==> src/rtl/seqd_pkg.sv <==
package seqd_pkg;
    localparam int ADDR_W      = 11;
    localparam int PREFIX_LEN  = 5;
    localparam int STEP_W      = $clog2(PREFIX_LEN + 1);

    localparam logic [ADDR_W-1:0] STORE_TAIL  = 11'h70F;
    localparam logic [ADDR_W-1:0] RECALL_TAIL = 11'h70E;

    // expected address for prefix step idx (order is behaviour)
    function automatic logic [ADDR_W-1:0] prefix_addr(input int idx);
        case (idx)
            0:       prefix_addr = 11'h000;
            1:       prefix_addr = 11'h555;
            2:       prefix_addr = 11'h2AA;
            3:       prefix_addr = 11'h7FF;
            4:       prefix_addr = 11'h0F0;
            default: prefix_addr = '0;
        endcase
    endfunction

    typedef struct packed {
        logic [STEP_W-1:0] step;
        logic              store;
        logic              recall;
    } seqd_state_t;
endpackage

==> src/rtl/seqd_prefix_cmp.sv <==
module seqd_prefix_cmp
    import seqd_pkg::*;
#(
    parameter int AW  = ADDR_W,
    parameter int LEN = PREFIX_LEN
) (
    input  logic [AW-1:0]  addr_i,
    output logic [LEN-1:0] hit_o
);
    for (genvar g = 0; g < LEN; g++) begin : g_cmp
        assign hit_o[g] = (addr_i == AW'(prefix_addr(g)));
    end
endmodule

==> src/rtl/seqd_tail_dec.sv <==
module seqd_tail_dec #(
    parameter int              AW          = 11,
    parameter logic [AW-1:0]   STORE_CODE  = '0,
    parameter logic [AW-1:0]   RECALL_CODE = '0
) (
    input  logic [AW-1:0] addr_i,
    output logic          is_store_o,
    output logic          is_recall_o
);
    assign is_store_o  = (addr_i == STORE_CODE);
    assign is_recall_o = (addr_i == RECALL_CODE);
endmodule

==> src/rtl/seqd_seq_detect.sv <==
module seqd_seq_detect
    import seqd_pkg::*;
(
    input  logic              clk_i,
    input  logic              rst_ni,
    input  logic              acc_vld_i,
    input  logic              acc_is_write_i,
    input  logic [ADDR_W-1:0] addr_i,
    input  logic              busy_i,
    output logic              store_req_o,
    output logic              recall_req_o
);
    localparam logic [STEP_W-1:0] STEP_IDLE  = '0;
    localparam logic [STEP_W-1:0] STEP_ONE   = STEP_W'(1);
    localparam logic [STEP_W-1:0] STEP_FINAL = STEP_W'(PREFIX_LEN);

    seqd_state_t st_d, st_q;

    logic [PREFIX_LEN-1:0] prefix_hit;
    logic                  tail_store, tail_recall;
    logic                  step_hit;
    logic [STEP_W-1:0]     restart_step;

    seqd_prefix_cmp #(
        .AW  (ADDR_W),
        .LEN (PREFIX_LEN)
    ) prefix_cmp_i (
        .addr_i (addr_i),
        .hit_o  (prefix_hit)
    );

    seqd_tail_dec #(
        .AW          (ADDR_W),
        .STORE_CODE  (STORE_TAIL),
        .RECALL_CODE (RECALL_TAIL)
    ) tail_dec_i (
        .addr_i      (addr_i),
        .is_store_o  (tail_store),
        .is_recall_o (tail_recall)
    );

    // pick the comparator for the step now expected
    always_comb begin
        step_hit = 1'b0;
        for (int i = 0; i < PREFIX_LEN; i++) begin
            if (st_q.step == STEP_W'(i)) step_hit = prefix_hit[i];
        end
    end

    // a breaking read may itself be a fresh step one
    assign restart_step = prefix_hit[0] ? STEP_ONE : STEP_IDLE;

    always_comb begin
        st_d        = st_q;
        st_d.store  = 1'b0;
        st_d.recall = 1'b0;
        if (busy_i) begin
            st_d.step = STEP_IDLE;
        end else if (acc_vld_i) begin
            if (acc_is_write_i) begin
                st_d.step = STEP_IDLE;
            end else if (st_q.step == STEP_FINAL) begin
                if (tail_store) begin
                    st_d.store = 1'b1;
                    st_d.step  = STEP_IDLE;
                end else if (tail_recall) begin
                    st_d.recall = 1'b1;
                    st_d.step   = STEP_IDLE;
                end else begin
                    st_d.step = restart_step;
                end
            end else if (st_q.step < STEP_FINAL && step_hit) begin
                st_d.step = st_q.step + STEP_ONE;
            end else begin
                st_d.step = restart_step;
            end
        end
    end

    always_ff @(posedge clk_i or negedge rst_ni) begin
        if (!rst_ni) st_q <= '0;
        else         st_q <= st_d;
    end

    assign store_req_o  = st_q.store;
    assign recall_req_o = st_q.recall;
endmodule

==> config.mk <==
export PLATFORM = sky130hd
export DESIGN_NAME = seqd_seq_detect
export DESIGN_NICKNAME = d
export VERILOG_FILES = /design/src/rtl/seqd_pkg.sv /design/src/rtl/seqd_prefix_cmp.sv /design/src/rtl/seqd_tail_dec.sv /design/src/rtl/seqd_seq_detect.sv
export SDC_FILE = /design/constraint.sdc
export NUM_CORES = 1
export LEC_CHECK = 0
export BUFFER_PORTS_ARGS = -buffer_cell sky130_fd_sc_hd__buf_2
export CORE_MARGIN = 2
export CORE_UTILIZATION = 29
export DETAILED_ROUTE_END_ITERATION = 6
export HOLD_SLACK_MARGIN = 0.1
export PLACE_DENSITY = 0.52
export SLEW_MARGIN = 20
export SYNTH_ARGS = -nofsm -noshare
export SYNTH_HDL_FRONTEND = slang
export SYNTH_SLANG_ARGS = --single-unit
==> constraint.sdc <==
create_clock -name clk_i -period 2.56 [get_ports clk_i]
set_input_delay 0.256 -clock clk_i [delete_from_list [all_inputs] [get_ports clk_i]]
set_output_delay 0.256 -clock clk_i [all_outputs]
set_load 0.02 [all_outputs]
# After elaboration in Yosys (flattened, before gate mapping)

Cells that the tools add are included.
Widths: inputs -> output; s select.

Register bits: 5
Input bits: 16
Output and inout bits: 2

Add/sub/neg operators: 1
$lt $le $gt $ge: 1
Equal/unequal tests: 11
Mux-type cells: 19
Reductions and logical operators: 4

Operator list:

| operator             | count |
|---|---|
| $eq 11x11->1 const B | 4 |
| $mux 3               | 5 |
| $eq 11x10->1 const B | 1 |
| $eq 11x8->1 const B  | 1 |
| $logic_not 11->1     | 1 |
| $mux 1               | 10 |
| $eq 3x2->1 const B   | 2 |
| $eq 3x3->1 const B   | 2 |
| $mux 2               | 3 |
| $mux 5               | 1 |
| $add 3x1->3 const B  | 1 |
| $eq 3x1->1 const B   | 1 |
| $logic_not 3->1      | 1 |
| $lt 3x3->1 const B   | 1 |
| $reduce_bool 2->1    | 1 |
| $logic_and 1x1->1    | 1 |

# Longest topological paths before layout

Gate-level depths: netlist (run 1).

Depth in word-level cells: 12
Mapped depth: 7
Mapped depth without buffers: 7

# Cells and area by module

Synthesis (run 1) repeated with hierarchy kept, for this count alone.

Cell total of the unflattened synthesis: 58
Area total of the unflattened synthesis: 560.5 sq um

By module, submodules not included:

| module          | instances | cells an instance | area an instance (sq um) | sequential area each (sq um) |
|---|---|---|---|---|
| seqd_seq_detect | 1         | 39                | 407.9                    | 125.1 |
| seqd_prefix_cmp | 1         | 13                | 105.1                    | 0.0 |
| seqd_tail_dec   | 1         | 6                 | 47.5                     | 0.0 |

# Worst setup path after synthesis (run 1)

OpenSTA, ideal clock, no wires.

Path type: input port to flip-flop
Start point: in addr_i[2]
End point: reg st_q[4] (netlist name)
Data arrival time: 1.625 ns
Data required time: 2.465 ns
Slack: 0.840 ns
Stages: 5
Cells stage by stage: nor4_2 > or4b_1 > a211oi_2 > a221oi_1 > o31ai_1

Word-level cells in the longest chain between the ends: 12

RTL lines:

| what                 | line                  | RTL |
|---|---|---|
| from (decl)          | seqd_seq_detect.sv:8  | `input logic [ADDR_W-1:0] addr_i,` |
| $logic_not 11->1     | seqd_prefix_cmp.sv:11 | `assign hit_o[g] = (addr_i == AW'(prefix_addr(g)));` |
| $mux 1 (4 in a row)  | seqd_seq_detect.sv:46 | `if (st_q.step == STEP_W'(i)) step_hit = prefix_hit[i];` |
| $mux 1 *             | seqd_seq_detect.sv:46 |  |
| $logic_and 1x1->1 *  | seqd_seq_detect.sv:72 | `end else if (st_q.step < STEP_FINAL && step_hit) begin` |
| $mux 3 *             | seqd_seq_detect.sv:72 |  |
| $mux 3 *             | seqd_seq_detect.sv:62 | `end else if (st_q.step == STEP_FINAL) begin` |
| $mux 3 *             | seqd_seq_detect.sv:60 | `if (acc_is_write_i) begin` |
| $mux 5 *             | seqd_seq_detect.sv:59 | `end else if (acc_vld_i) begin` |
| $mux 3 *             | seqd_seq_detect.sv:57 | `if (busy_i) begin` |
| to (signal assigned) | seqd_seq_detect.sv:82 | `else st_q <= st_d;` |
| to (decl)            | seqd_seq_detect.sv:17 | `seqd_state_t st_d, st_q;` |

Mark *: on every way between the ends. The rest lies on a longest branch, timed or not. The select of a mux whose other input is x is not followed.
A chain may end at the register's enable or synchronous reset.

# Final worst setup path (run 1)

Start point: reg st_q[3] (netlist name)
End point: reg st_q[3] (netlist name)

Word-level cells in the longest chain between the ends: 12

RTL lines:

| what                | line |
|---|---|
| $logic_not 3->1     | seqd_seq_detect.sv:46 |
| $mux 1 (5 in a row) | seqd_seq_detect.sv:46 |
| $logic_and 1x1->1   | seqd_seq_detect.sv:72 |
| $mux 3              | seqd_seq_detect.sv:72 |
| $mux 3 *            | seqd_seq_detect.sv:62 |
| $mux 3 *            | seqd_seq_detect.sv:60 |
| $mux 5 *            | seqd_seq_detect.sv:59 |
| $mux 3 *            | seqd_seq_detect.sv:57 |

Marks and branches as above.

==> results, run 1 <==
- The routed wirelength normalized by instance count is 11.4 um.
- The utilization after layout is between 40% and 50%.
- The global-route wire length before repair is approximately 1900 um.
- The CTS sink count is 5.
- The post-cts hold buffer count is 1.
- The largest fanout of any net on the critical path is 5.
- The die area is a little under 0.002 mm^2.
- In this run the clock root is driven by a sky130_fd_sc_hd__clkbuf_4.
- The class of the tightest hold or removal check is primary input to flip-flop.
- The first-pass iteration count of the detailed router is 4.
- Setup violations remaining at the end of the flow were counted as 0.
- The via density per instance is ~5.4.
- The critical path starts at st_q[3].
- For this design the static power due to leakage is between 0.3 and 0.4 nW.
- IR analysis of the VDD net gives a maximum drop of between 200 and 250 uV.
- The cell count after synthesis came out at 60.
- The most critical setup path has its endpoint at st_q[3].
- The type of element capturing the critical path is a flip-flop.
- The placed cell area is 582 um^2.
- The level count of the clock H-tree is 1.
- The number of pins exceeding their max-slew limit in the final report came to 0.
- For the pin with the worst max-slew slack, the measured transition is approximately 550 ps.
- The run finished with clean final reports.
- The post-synthesis instance area is between 400 and 500 um^2.
- The final worst-path cycle share is between 70% and 80%.
- After synthesis the netlist holds a flip-flop and latch count of 5.
- TritonCTS built the clock tree.
- The number of buffers on the longest clock path is 2.
- Power spread over the standard cell area amounts to about 320 mW/mm^2.
- The buffers inserted during post-CTS setup optimization is 0.
- Summing the areas of all compound-gate instances in the mapped netlist gives a little under a fifth of the synthesized area.
- The number of DRC violations after detailed routing is 0.
- The starting density of the core is 31.3%.
- Summing the areas of all xor and xnor instances in the mapped netlist gives 0% of the synthesized area.
- In this run the biggest area consumer among cell types represents a little over a quarter of the synthesized area.
- Detailed routing inserted a total of 529 vias.
- The antenna cell count is 0.
- The detailed-route wire length is between 1000 and 1500 um.
- The number of rows created at floorplan is 14.
- After synthesis, the most frequently instantiated cells are sky130_fd_sc_hd__nand2_1, sky130_fd_sc_hd__inv_1, sky130_fd_sc_hd__dfrtp_1, sky130_fd_sc_hd__ha_1, sky130_fd_sc_hd__nor2_1.
- Data arrives at the worst endpoint at ~2000 ps.
- Ranked by total cell area, the synthesized netlist is headed by sky130_fd_sc_hd__dfrtp_1, sky130_fd_sc_hd__ha_1, sky130_fd_sc_hd__nand2_1.
- The tightest slew margin relative to the limit is between 60% and 70%.
- The clock buffer count from CTS is 3.
- The minimum clock period is just under 2000 ps.
- Setup repair after global routing left no endpoint under its margin.
- The most used flip-flop cell after synthesis is sky130_fd_sc_hd__dfrtp_1.
- Entering global routing, the biggest net connects 9 pins.
- The count of cells in the finished layout, fillers not included, comes to 98.
- The area growth from synthesis to layout is 29.7%.
- The layout cell share with drive strength beyond 1 is between 20 and 30%.
- The cell depth of the worst flop-to-flop path is 7.
- The share of the yosys chip area belonging to registers is a little over a quarter.
- In the final timing run, aggregate negative setup slack is 0 ps.
- The number of cells in the design after placement is 93.
- From bottom edge to top edge, the die measures around 45 um.
- Each instance of the synthesized netlist takes up on average between 7 and 8 um^2.
- The worst clock skew is 1.46 ps.
- The adder-cell share of the synthesized area is a little over an eighth.
- The CTS clock-pin slew for the worst setup and hold paths is roughly 40 ps.
- The synthesis warning total is 0.
- The detailed placement HPWL is between 900 and 1000 um.
- The weighted congestion at the end of routability-driven global placement is between 0.7 and 0.8.
- The post-route cell area is 618 um^2.
- The number of global-route vias before repair is 478.
- The core footprint is roughly 0.0015 mm^2.
- The launching element type of the critical path is a flip-flop.
- The final hold violation count was 0.
- The most common cell in the synthesized netlist is sky130_fd_sc_hd__nand2_1.
- The final layout contains between 100 and 150 nets.
- The clock network latency to the later pin of the worst-skew pair is ~240 ps.
- The area fraction in and, or, nand and nor cells after synthesis is around 37%.
- The register-to-register setup slack is 630 ps.
- The overall die width is between 40 and 50 um.
- The number of nets produced by synthesis is 81.
- The I/O pin total is 18.
- The endpoint identified for the worst register-to-register timing path is st_q[3].
- Static timing analysis puts the maximum clock frequency at ~0.52 GHz.
- For this run, asynchronously set or reset flops after synthesis account for 100%.
- After clock tree synthesis, the repair step resized 0 gates.
- After the first detailed-routing iteration, the DRC count stood at 5.
- After synthesis, the largest family of logic cells by area is simple AND/OR/NAND/NOR gates.
- Global routing used between 10% and 20% of the available tracks across all layers.
- The startpoint of the worst register-to-register path is st_q[3].
- The reported max-cap violation count is 0.
- The remaining antenna violation count after routing is 0.
- The number of port buffers is 17.
- The number of distinct library cells after synthesis is 26.
- The critical setup path kind is flip-flop to flip-flop.
- The required time at the worst-slack endpoint is about 2700 ps.
- The total overflow left after global routing is 0.
- The largest total area in the synthesized netlist belongs to sky130_fd_sc_hd__dfrtp_1.
- The number of flops mapped to enable cells by yosys is 0.
- The number of antenna violations at the first check in global routing is 0.
- The mux share of post-synthesis cell area is 0%.
==> worst max-delay path: stages, from the launching register on <==
cell and delay (ps):
sky130_fd_sc_hd__dfrtp_1 400, sky130_fd_sc_hd__inv_1 80, sky130_fd_sc_hd__ha_1 220, sky130_fd_sc_hd__and4_1 220, sky130_fd_sc_hd__a41oi_1 230, sky130_fd_sc_hd__o21ai_0 160, sky130_fd_sc_hd__a221oi_1 360, sky130_fd_sc_hd__o21ai_0 140
==> metrics by stage <==
| stage | worst slack [ps] | total power [mW] | hold WS (ps) |
|---|---|---|---|
| final | 625 | 0.196 | 234 |
| after global routing | 413 | 0.210 | 256 |
| after CTS | 617 | 0.201 | 226 |
| after detailed placement | 527 | 0.107 | 79.8 |
| after global placement | 482 | 0.107 | 78.0 |
| after floorplan | 840 | 0.0884 | -39.6 |
==> layout by cell type, fill, tap and decap left out, drive strengths merged <==
master / netlist / final
a211oi: 2 / 2
a221oi: 1 / 1
a31o: 1 / 1
a41oi: 1 / 1
and3: 2 / 2
and4: 1 / 1
buf: 0 / 17
clkbuf: 0 / 4
dfrtp: 5 / 5
dlygate4sd3: 0 / 1
ha: 5 / 5
inv: 6 / 6
nand2: 8 / 8
nand2b: 1 / 1
nand3: 3 / 3
nand4: 2 / 2
nand4b: 1 / 1
nor2: 5 / 5
nor3: 2 / 2
nor3b: 1 / 1
nor4: 3 / 3
o211ai: 1 / 1
o21ai: 4 / 4
o31ai: 2 / 2
or2: 1 / 1
or3: 1 / 1
or4b: 1 / 1
==> final cells by class <==
cell class,instances,area (um^2)
multi-input cells,49,329
well taps,16,20.0
flip-flops and latches,5,125
fillers,173,906
clock buffers,4,26.3
inverters,6,22.5
repair buffers,18,95.1
==> registers in the layout (all words and copies together) (netlist names) <==
signal,count
st_q,3
recall_req_o,1
store_req_o,1
==> metal layers <==
| layer | GRT usage, % | share of wire, % | vias to the layer above | routed length [um] |
|---|---|---|---|---|
| met5 | 0 | 0 | - | 0 |
| met4 | 1.82 | 0 | 0 | 0 |
| met3 | 4.08 | 5.9 | 0 | 66 |
| met2 | 23.5 | 50 | 13 | 562 |
| met1 | 15.5 | 44 | 248 | 487 |
| li1 | - | - | 268 | - |
==> how the worst min path moves through the flow <==
stage / startpoint / end / slack (ps) / cells past startpoint
after floorplan: rst_ni / recall_req_o / -40 / 0
after global placement: rst_ni / store_req_o / 80 / 1
after detailed placement: rst_ni / store_req_o / 80 / 1
after CTS: addr_i[0] / recall_req_o / 230 / 2
after global routing: addr_i[0] / recall_req_o / 260 / 2
final: addr_i[0] / recall_req_o / 230 / 2
==> cells by family after synthesis <==
group	count (synthesis)
buf+inv	6
compound gates	12
fa+ha+maj	5
simple gates	32
flops	5
==> where the power goes <==
| part | internal, mW | leakage (nW) | switching, mW |
|---|---|---|---|
| clock | 0.0588 | 0.0150 | 0.0302 |
| combinational | 0.0131 | 0.220 | 0.0146 |
| sequential | 0.0794 | 0.0699 | 0.00000304 |
| total | 0.151 | 0.305 | 0.0449 |
Note: power is estimated with default switching activity, not from simulation.
==> run 2, diff against run 1 <==
- ABC_AREA: not set -> 1
- PLACE_DENSITY: 0.52 -> 0.5
- clock period: 2.56 -> 1.86 ns (I/O delays scaled with it)
==> run 2 against run 1 <==
  * Sequential cell count is the same
  * Via count grew 19%
  * Critical endpoint is now st_q[2]
  * Worst setup slack lost 450 ps
  * Critical path depth grew 5
  * Clock skew grew 2.6 ps
  * Power grew 46%
  * First-iteration DRC count grew 100%
  * Sequential power grew 37%
  * Fmax grew 15%
  * Clock power grew 40%
==> results, run 2 <==
- The run finished with clean final reports.
- The synthesis warning total was 0 (unchanged).
- The leakage component of the power is 0.420 nW (+38%).
- The final worst-path cycle share was 90.4% (+15 points).
- The number of buffers on the longest clock path came to 2 (unchanged).
- The worst slack at placement came to 180 ps (-347 ps).
- The number of setup violations in the final report came to 0 (unchanged).
- The final critical-path setup slack is 178 ps (-447 ps).
- The class of the tightest hold or removal check is primary input to flip-flop.
- The level count of the clock H-tree came to 1 (unchanged).
- The number of flops mapped to enable cells by yosys was 0 (unchanged).
- The antenna cell count was 0 (unchanged).
- The register with the most flip-flops is st_q.
- The type of element capturing the critical path is a flip-flop.
- The portion of synthesized cell area occupied by the leading cell type is 20.6% (-5.6 points).
- After synthesis, the most frequently instantiated cells are sky130_fd_sc_hd__nand2_1, sky130_fd_sc_hd__inv_1, sky130_fd_sc_hd__nor2_1.
- In the post-synthesis netlist, the cell with the most instances is sky130_fd_sc_hd__nand2_1.
- The I/O pin total was 18 (unchanged).
- The reported max-cap violation count is 0 (unchanged).
- The die area is 0.00247 mm^2 (+25%).
- The clock network latency to the later pin of the worst-skew pair is 240 ps (about the same).
- The power density normalized to cell area was 376 mW/mm^2 (+19%).
- The cell accounting for the most synthesized area is sky130_fd_sc_hd__dfrtp_1.
- The global-route wire length before repair came to 2320 um (+20%).
- The first-pass iteration count of the detailed router is 3 (-1).
- The CTS clock-pin slew for the worst setup and hold paths is 40 ps (about the same).
- The largest individual stage delay along the critical path comes from the cell sky130_fd_sc_hd__dfrtp_1.
- The y dimension of the die was 49.7 um (+12%).
- The total track usage is 12.0% (-1.1 points).
- The CTS sink count came to 5 (unchanged).
- The buffer cell driving the clock tree root is sky130_fd_sc_hd__clkbuf_4.
- The worst voltage drop across the vdd grid is 440 uV (+110%).
- The number of antenna violations at the first check in global routing was 0 (unchanged).
- The number of instances in the synthesized netlist was 100 (+67%).
- TritonCTS built the clock tree.
- The required time at the worst-slack endpoint is 1990 ps (-680 ps).
- The final sum of negative setup slack came to 0 ps (unchanged).
- The minimum clock period is 1680 ps (-253 ps).
- The worst setup path is launched from a flip-flop.
- The synthesized area per cell is 6.07 um^2 (-24%).
- The number of buffer and inverter stages on the critical path came to 1 (unchanged).
- The number of nets produced by synthesis is 121 (+49%).
- The post-synthesis instance area is 607 um^2 (+27%).
- By area the synthesized netlist is led by sky130_fd_sc_hd__dfrtp_1, sky130_fd_sc_hd__nand2_1, sky130_fd_sc_hd__inv_1.
- The utilization after layout is 38.8% (-1.7 points).
- In the layout the commonest cells are sky130_fd_sc_hd__nand2_1, sky130_fd_sc_hd__inv_1, sky130_fd_sc_hd__buf_2.
- Among all flip-flop cells after synthesis, the most frequent one is sky130_fd_sc_hd__dfrtp_1.
- The via density per instance is 4.23 (-22%).
- The launching instance or port of the critical path is st_q[2].
- The detailed placement HPWL was 1140 um (+16%).
- The area taken by flip-flops and latches was 125 um^2 (unchanged).
- The buffers inserted during post-CTS setup optimization is 0 (unchanged).
- The largest fanout of any net on the critical path is 4 (-1).
- The startpoint of the worst register-to-register path is st_q[2].
- The largest net degree at the start of global routing is 8 (-1).
- The worst hold-check slack is 241 ps (+7.40 ps).
- The critical path arrival is 1810 ps (-230 ps).
- The flop and latch count out of synthesis is 5 (unchanged).
- The tightest slew margin relative to the limit is 82.7% (+19 points).
- The detailed-route wire length is 1270 um (+14%).
- The most common cell after layout, fill and taps aside is sky130_fd_sc_hd__nand2_1.
- The share of the yosys chip area belonging to registers is 20.6% (-5.6 points).
- The upper clock frequency limit is 0.595 GHz (+15%).
- The critical path in this run is classified as flip-flop to flip-flop.
- The power after layout came to 0.286 mW (+46%).
- The fraction of registers with async set/reset is 100% (unchanged).
- The hold path depth came to 4 (+2).
- The routed wirelength normalized by instance count is 8.50 um (-25%).
- The total number of vias came to 630 (+19%).
- In this run the most critical hold path is launched from acc_vld_i.
- Among cell families on the critical path, the largest total delay comes from simple AND/OR/NAND/NOR gates.
- Setup repair after global routing left no endpoint under its margin.
- The total congestion overflow after global routing came to 0 (unchanged).
- The remaining antenna violation count after routing came to 0 (unchanged).
- The weighted congestion at the end of routability-driven global placement was 0.765 (-0.12%).
- The number of flip-flops under the largest register name is 3 (unchanged).
- The layout cell share with drive strength beyond 1 is 28.7% (+0.64 points).
- The number of DRC violations after detailed routing came to 0 (unchanged).
- The number of pins exceeding their max-slew limit in the final report was 0 (unchanged).
- The highest cell delay on the worst timing path is 410 ps (about the same).
- The number of rows created at floorplan was 16 (+2).
- The number of global-route vias before repair is 582 (+22%).
- The number of nets in the finished design came to 144 (+38%).
- The overall die width is 49.7 um (+12%).
- The logic depth of the worst path, buffers included is 12 (+5).
- The growth of design area from synthesis to finish is 25.6%.
- Traced cell by cell, the critical path runs through inv_1 > ha_1 > nor3b_1 > nand3_1 > nand3_1 > nand2_1 > nand2_2 > nand2_4 > nand2_2 > nand3_1 > nand2_1 > nand2_1.
- The cell depth of the worst flop-to-flop path is 12 (+5).
- The worst clock skew is 4.04 ps (+2.58 ps).
- The clock buffer count from CTS is 3 (unchanged).
- The combined area of the multi-input logic cells came to 407 um^2 (+24%).
- The first-iteration detailed-routing DRC count is 10 (+5).
- The pin slew with the least headroom to its limit came to 259 ps (-287 ps).
- The core footprint is 0.00196 mm^2 (+29%).
- The number of distinct library cells after synthesis was 18 (-31%).
- The starting density of the core is 30.9% (-0.35 points).
- The filler cell count in the final layout is 252 (+46%).
- The number of port buffers is 17 (unchanged).
- The final hold violation count came to 0 (unchanged).
[run 2: area by class of cell]
class	count	share of cell area, %
clock buffer	4	3.45
multi-input combinational	75	53.4
tap	27	4.43
inverter	20	9.85
sequential	5	16.4
timing repair buffer	18	12.5
[run 2: timing repair]
item / CTS / global route
resized for setup: 0 / 0
hold buffers: 1 / 0
endpoints found under the setup margin: 0 / 0
endpoints found under the hold margin: 5 / 0
[run 2: final timing paths]
check / to / slack, ps
setup / recovery: st_q[2] / 180
hold / removal: st_q[2] / 240
setup reg to reg: st_q[2] / 180
hold reg to reg: st_q[3] / 540
max in group asynchronous: recall_req_o / 1440
min in group asynchronous: st_q[4] / 290
[run 2: stage by stage]
stage / cells / cell area [um^2]
2_1_floorplan: 100 / 607
4_1_cts: 149 / 762
3_3_place_gp: 144 / 726
3_5_place_dp: 144 / 726
6_report: 149 / 762
5_1_grt: 149 / 762
[run 2: cell families after synthesis]
| logic type | count (synthesis) | synth area share [%] |
|---|---|---|
| adders and majority gates | 5 | 10.3 |
| and+or+nand+nor | 67 | 52.0 |
| buffers and inverters | 20 | 12.4 |
| DFF | 5 | 20.6 |
| AOI/OAI and AO/OA | 3 | 4.74 |
[run 2: report_power, final]
| group | switching (mW) | leakage [nW] | total [mW] | internal [mW] |
|---|---|---|---|---|
| combinational | 0.0304 | 0.336 | 0.0522 | 0.0218 |
| sequential | 0.00000622 | 0.0699 | 0.109 | 0.109 |
| clock | 0.0440 | 0.0150 | 0.125 | 0.0811 |
| total | 0.0744 | 0.420 | 0.286 | 0.212 |
[run 2: tightest hold or removal path: stages]
cell and delay, ps:
sky130_fd_sc_hd__buf_2 80, sky130_fd_sc_hd__nor2_1 60, sky130_fd_sc_hd__nand2_1 60, sky130_fd_sc_hd__nand2_1 50
[run 2: layer usage]
layer / vias up / global-route usage (%) / share of wire (%)
met5: - / 0 / 0
met1: 274 / 15.2 / 49
met2: 9 / 20.0 / 47
met4: 0 / 1.39 / 0
met3: 0 / 4.55 / 3.5
li1: 347 / - / -
==> run 3, diff against run 2 <==
- CTS_BUF_LIST: not set -> sky130_fd_sc_hd__clkbuf_2 sky130_fd_sc_hd__clkbuf_4 sky130_fd_sc_hd__clkbuf_8
==> run 3 against run 2 <==
  * Clock skew about the same
  * Fmax barely moved
  * Register-to-register slack barely moved
  * Non-clock buffer count is the same
  * Sequential cell count is the same
  * Power increased by 4.3%
  * Design area rose by 0.49%
  * Critical path type unchanged
  * Clock-buffer cell count did not move
  * Worst setup slack is essentially flat
==> results, run 3 (synthesized netlist as in run 2, its figures left out) <==
- The combined area of the multi-input logic cells was 407 um^2 (unchanged).
- The filler cell count in the final layout is 251 (-0.40%).
- The final hold violation count was 0 (unchanged).
- The routed wirelength normalized by instance count is 8.46 um (-0.47%).
- The number of DRC violations after detailed routing is 0 (unchanged).
- The final critical-path setup slack is 178 ps (-0.00300 ps).
- In the layout the commonest cells are sky130_fd_sc_hd__nand2_1, sky130_fd_sc_hd__inv_1, sky130_fd_sc_hd__buf_2.
- The first-pass iteration count of the detailed router is 3 (unchanged).
- The final sum of negative setup slack came to 0 ps (unchanged).
- The tightest slew margin relative to the limit came to 82.7% (unchanged).
- The minimum clock period came to 1680 ps (+0.00300 ps).
- The hold path depth is 4 (unchanged).
- Setup repair after global routing left no endpoint under its margin.
- The power density normalized to cell area is 390 mW/mm^2 (+3.8%).
- The number of setup violations in the final report is 0 (unchanged).
- The reported max-cap violation count came to 0 (unchanged).
- The number of pins exceeding their max-slew limit in the final report came to 0 (unchanged).
- The leakage component of the power was 0.424 nW (+0.81%).
- The highest cell delay on the worst timing path came to 410 ps (about the same).
- The die area was 0.00247 mm^2 (unchanged).
- The number of instances resized during post-cts repair is 0 (unchanged).
- The number of global-route vias before repair is 579 (-0.52%).
- The setup path with the least slack is of type flip-flop to flip-flop.
- The final instance count without filler cells is 149 (unchanged).
- The required time at the worst-slack endpoint was 1990 ps (about the same).
- The largest net degree at the start of global routing came to 8 (unchanged).
- The worst setup path is captured at a flip-flop.
- The CTS sink count is 5 (unchanged).
- The register-to-register setup slack is 180 ps (about the same).
- The global-route wire length before repair is 2300 um (-0.60%).
- The pin slew with the least headroom to its limit is 259 ps (unchanged).
- The remaining antenna violation count after routing was 0 (unchanged).
- The overall die width came to 49.7 um (unchanged).
- The number of rows created at floorplan is 16 (unchanged).
- The signal on the critical path passes through inv_1 > ha_1 > nor3b_1 > nand3_1 > nand3_1 > nand2_1 > nand2_2 > nand2_4 > nand2_2 > nand3_1 > nand2_1 > nand2_1.
- The number of antenna violations at the first check in global routing was 0 (unchanged).
- The final worst-path cycle share is 90.4% (about the same).
- The number of cells in the design after placement came to 144 (unchanged).
- The worst slack at placement is 180 ps (unchanged).
- The clock buffer count from CTS is 3 (unchanged).
- The number of buffer and inverter stages on the critical path was 1 (unchanged).
- The first-iteration detailed-routing DRC count is 10 (unchanged).
- The startpoint of the worst register-to-register path is st_q[2].
- For hold timing, the worst endpoint is st_q[2].
- The flow ran to the end, and the final reports show no timing, DRC or antenna violations.
- The starting density of the core is 30.9% (unchanged).
- The worst clock skew is 4.43 ps (+0.388 ps).
- The detailed-route wire length is 1260 um (-0.47%).
- The cell depth of the worst flop-to-flop path is 12 (unchanged).
- Ranked by flip-flop count, first place goes to st_q.
- The core footprint was 0.00196 mm^2 (unchanged).
- The number of port buffers is 17 (unchanged).
- The startpoint identified for the worst hold timing path is acc_vld_i.
- The I/O pin total came to 18 (unchanged).
- The layout cell share with drive strength beyond 1 is 29.5% (+0.82 points).
- The y dimension of the die came to 49.7 um (unchanged).
- The largest fanout of any net on the critical path came to 4 (unchanged).
- The number of nets in the finished design was 144 (unchanged).
- The family with the most delay on the worst path is simple AND/OR/NAND/NOR gates.
- The worst voltage drop across the vdd grid is 469 uV (+6.7%).
- The antenna cell count is 0 (unchanged).
- The CTS clock-pin slew for the worst setup and hold paths is 40 ps (about the same).
- The clock network latency to the later pin of the worst-skew pair was 240 ps (about the same).
- The total number of vias came to 632 (+0.32%).
- The area taken by flip-flops and latches is 125 um^2 (unchanged).
- TritonCTS built the clock tree.
- The number of flip-flops under the largest register name is 3 (unchanged).
- The detailed placement HPWL came to 1140 um (unchanged).
- The endpoint identified for the worst register-to-register timing path is st_q[2].
- The critical path arrival was 1810 ps (about the same).
- The weighted congestion at the end of routability-driven global placement is 0.765 (unchanged).
- The via density per instance is 4.24 (+0.32%).
- The number of buffers on the longest clock path is 2 (unchanged).
- The upper clock frequency limit is 0.595 GHz (about the same).
- In this run the clock root is driven by a sky130_fd_sc_hd__clkbuf_4.
- The total congestion overflow after global routing came to 0 (unchanged).
- The launching element type of the critical path is a flip-flop.
- In this run the worst hold path is classified as primary input to flip-flop.
- The total track usage is 11.9% (-0.19 points).
- The growth of design area from synthesis to finish is 26.2%.
- The level count of the clock H-tree came to 1 (unchanged).
- Leaving out fill and tap cells, the most frequent cell in the layout is sky130_fd_sc_hd__nand2_1.
- The cell with the largest stage delay on the worst path is sky130_fd_sc_hd__dfrtp_1.
==> run 3: cell counts in the layout (fill, tap and decap cells not counted) <==
No cell type changed its count.
==> run 3: worst min-delay path, delay by kind of cell <==
kind / cells / cell delay, ps
and+or+nand+nor: 3 / 170
buffers and inverters: 1 / 80
==> run 3: area by class of cell <==
type,instances,area share (%)
multi-input combinational,75,53.1
sequential,5,16.3
timing repair buffer,18,12.4
inverter,20,9.80
tap,27,4.41
clock buffer,4,3.92
==> run 3: worst max path at each step <==
stage / start / to / slack, ps / cells after the start
after floorplan: st_q[2] / st_q[2] / 360 / 12
after global placement: st_q[2] / st_q[2] / 180 / 12
after detailed placement: st_q[2] / st_q[2] / 180 / 12
after CTS: st_q[2] / st_q[2] / 170 / 12
after global routing: st_q[2] / st_q[2] / 20 / 12
final: st_q[2] / st_q[2] / 180 / 12
==> run 3: per-layer routing <==
layer	vias up	GRT usage, %	wire (um)
li1	348	-	-
met3	0	4.55	42
met1	275	15.2	623
met4	0	0	0
met2	9	20.0	595
met5	-	0	0
==> run 3: repair_timing <==
item,in CTS,in global routing
setup buffers,0,0
endpoints found under the hold margin,5,0
hold buffers,1,0
==> run 3: through the flow <==
step | total power, mW | hold slack, ps | instance area, um^2 | util [%]
2_1_floorplan | 0.133 | -110 | 607 | -
3_3_place_gp | 0.162 | 9.30 | 726 | 37.0
3_5_place_dp | 0.162 | 7.37 | 726 | 37.0
4_1_cts | 0.306 | 235 | 766 | 39.0
5_1_grt | 0.325 | 272 | 766 | 39.0
6_report | 0.299 | 245 | 766 | 39.0
==> run 3: power breakdown <==
| group | switching, mW | internal, mW |
|---|---|---|
| Combinational | 0.0304 | 0.0218 |
| Sequential | 0.00000622 | 0.109 |
| Clock | 0.0419 | 0.0955 |
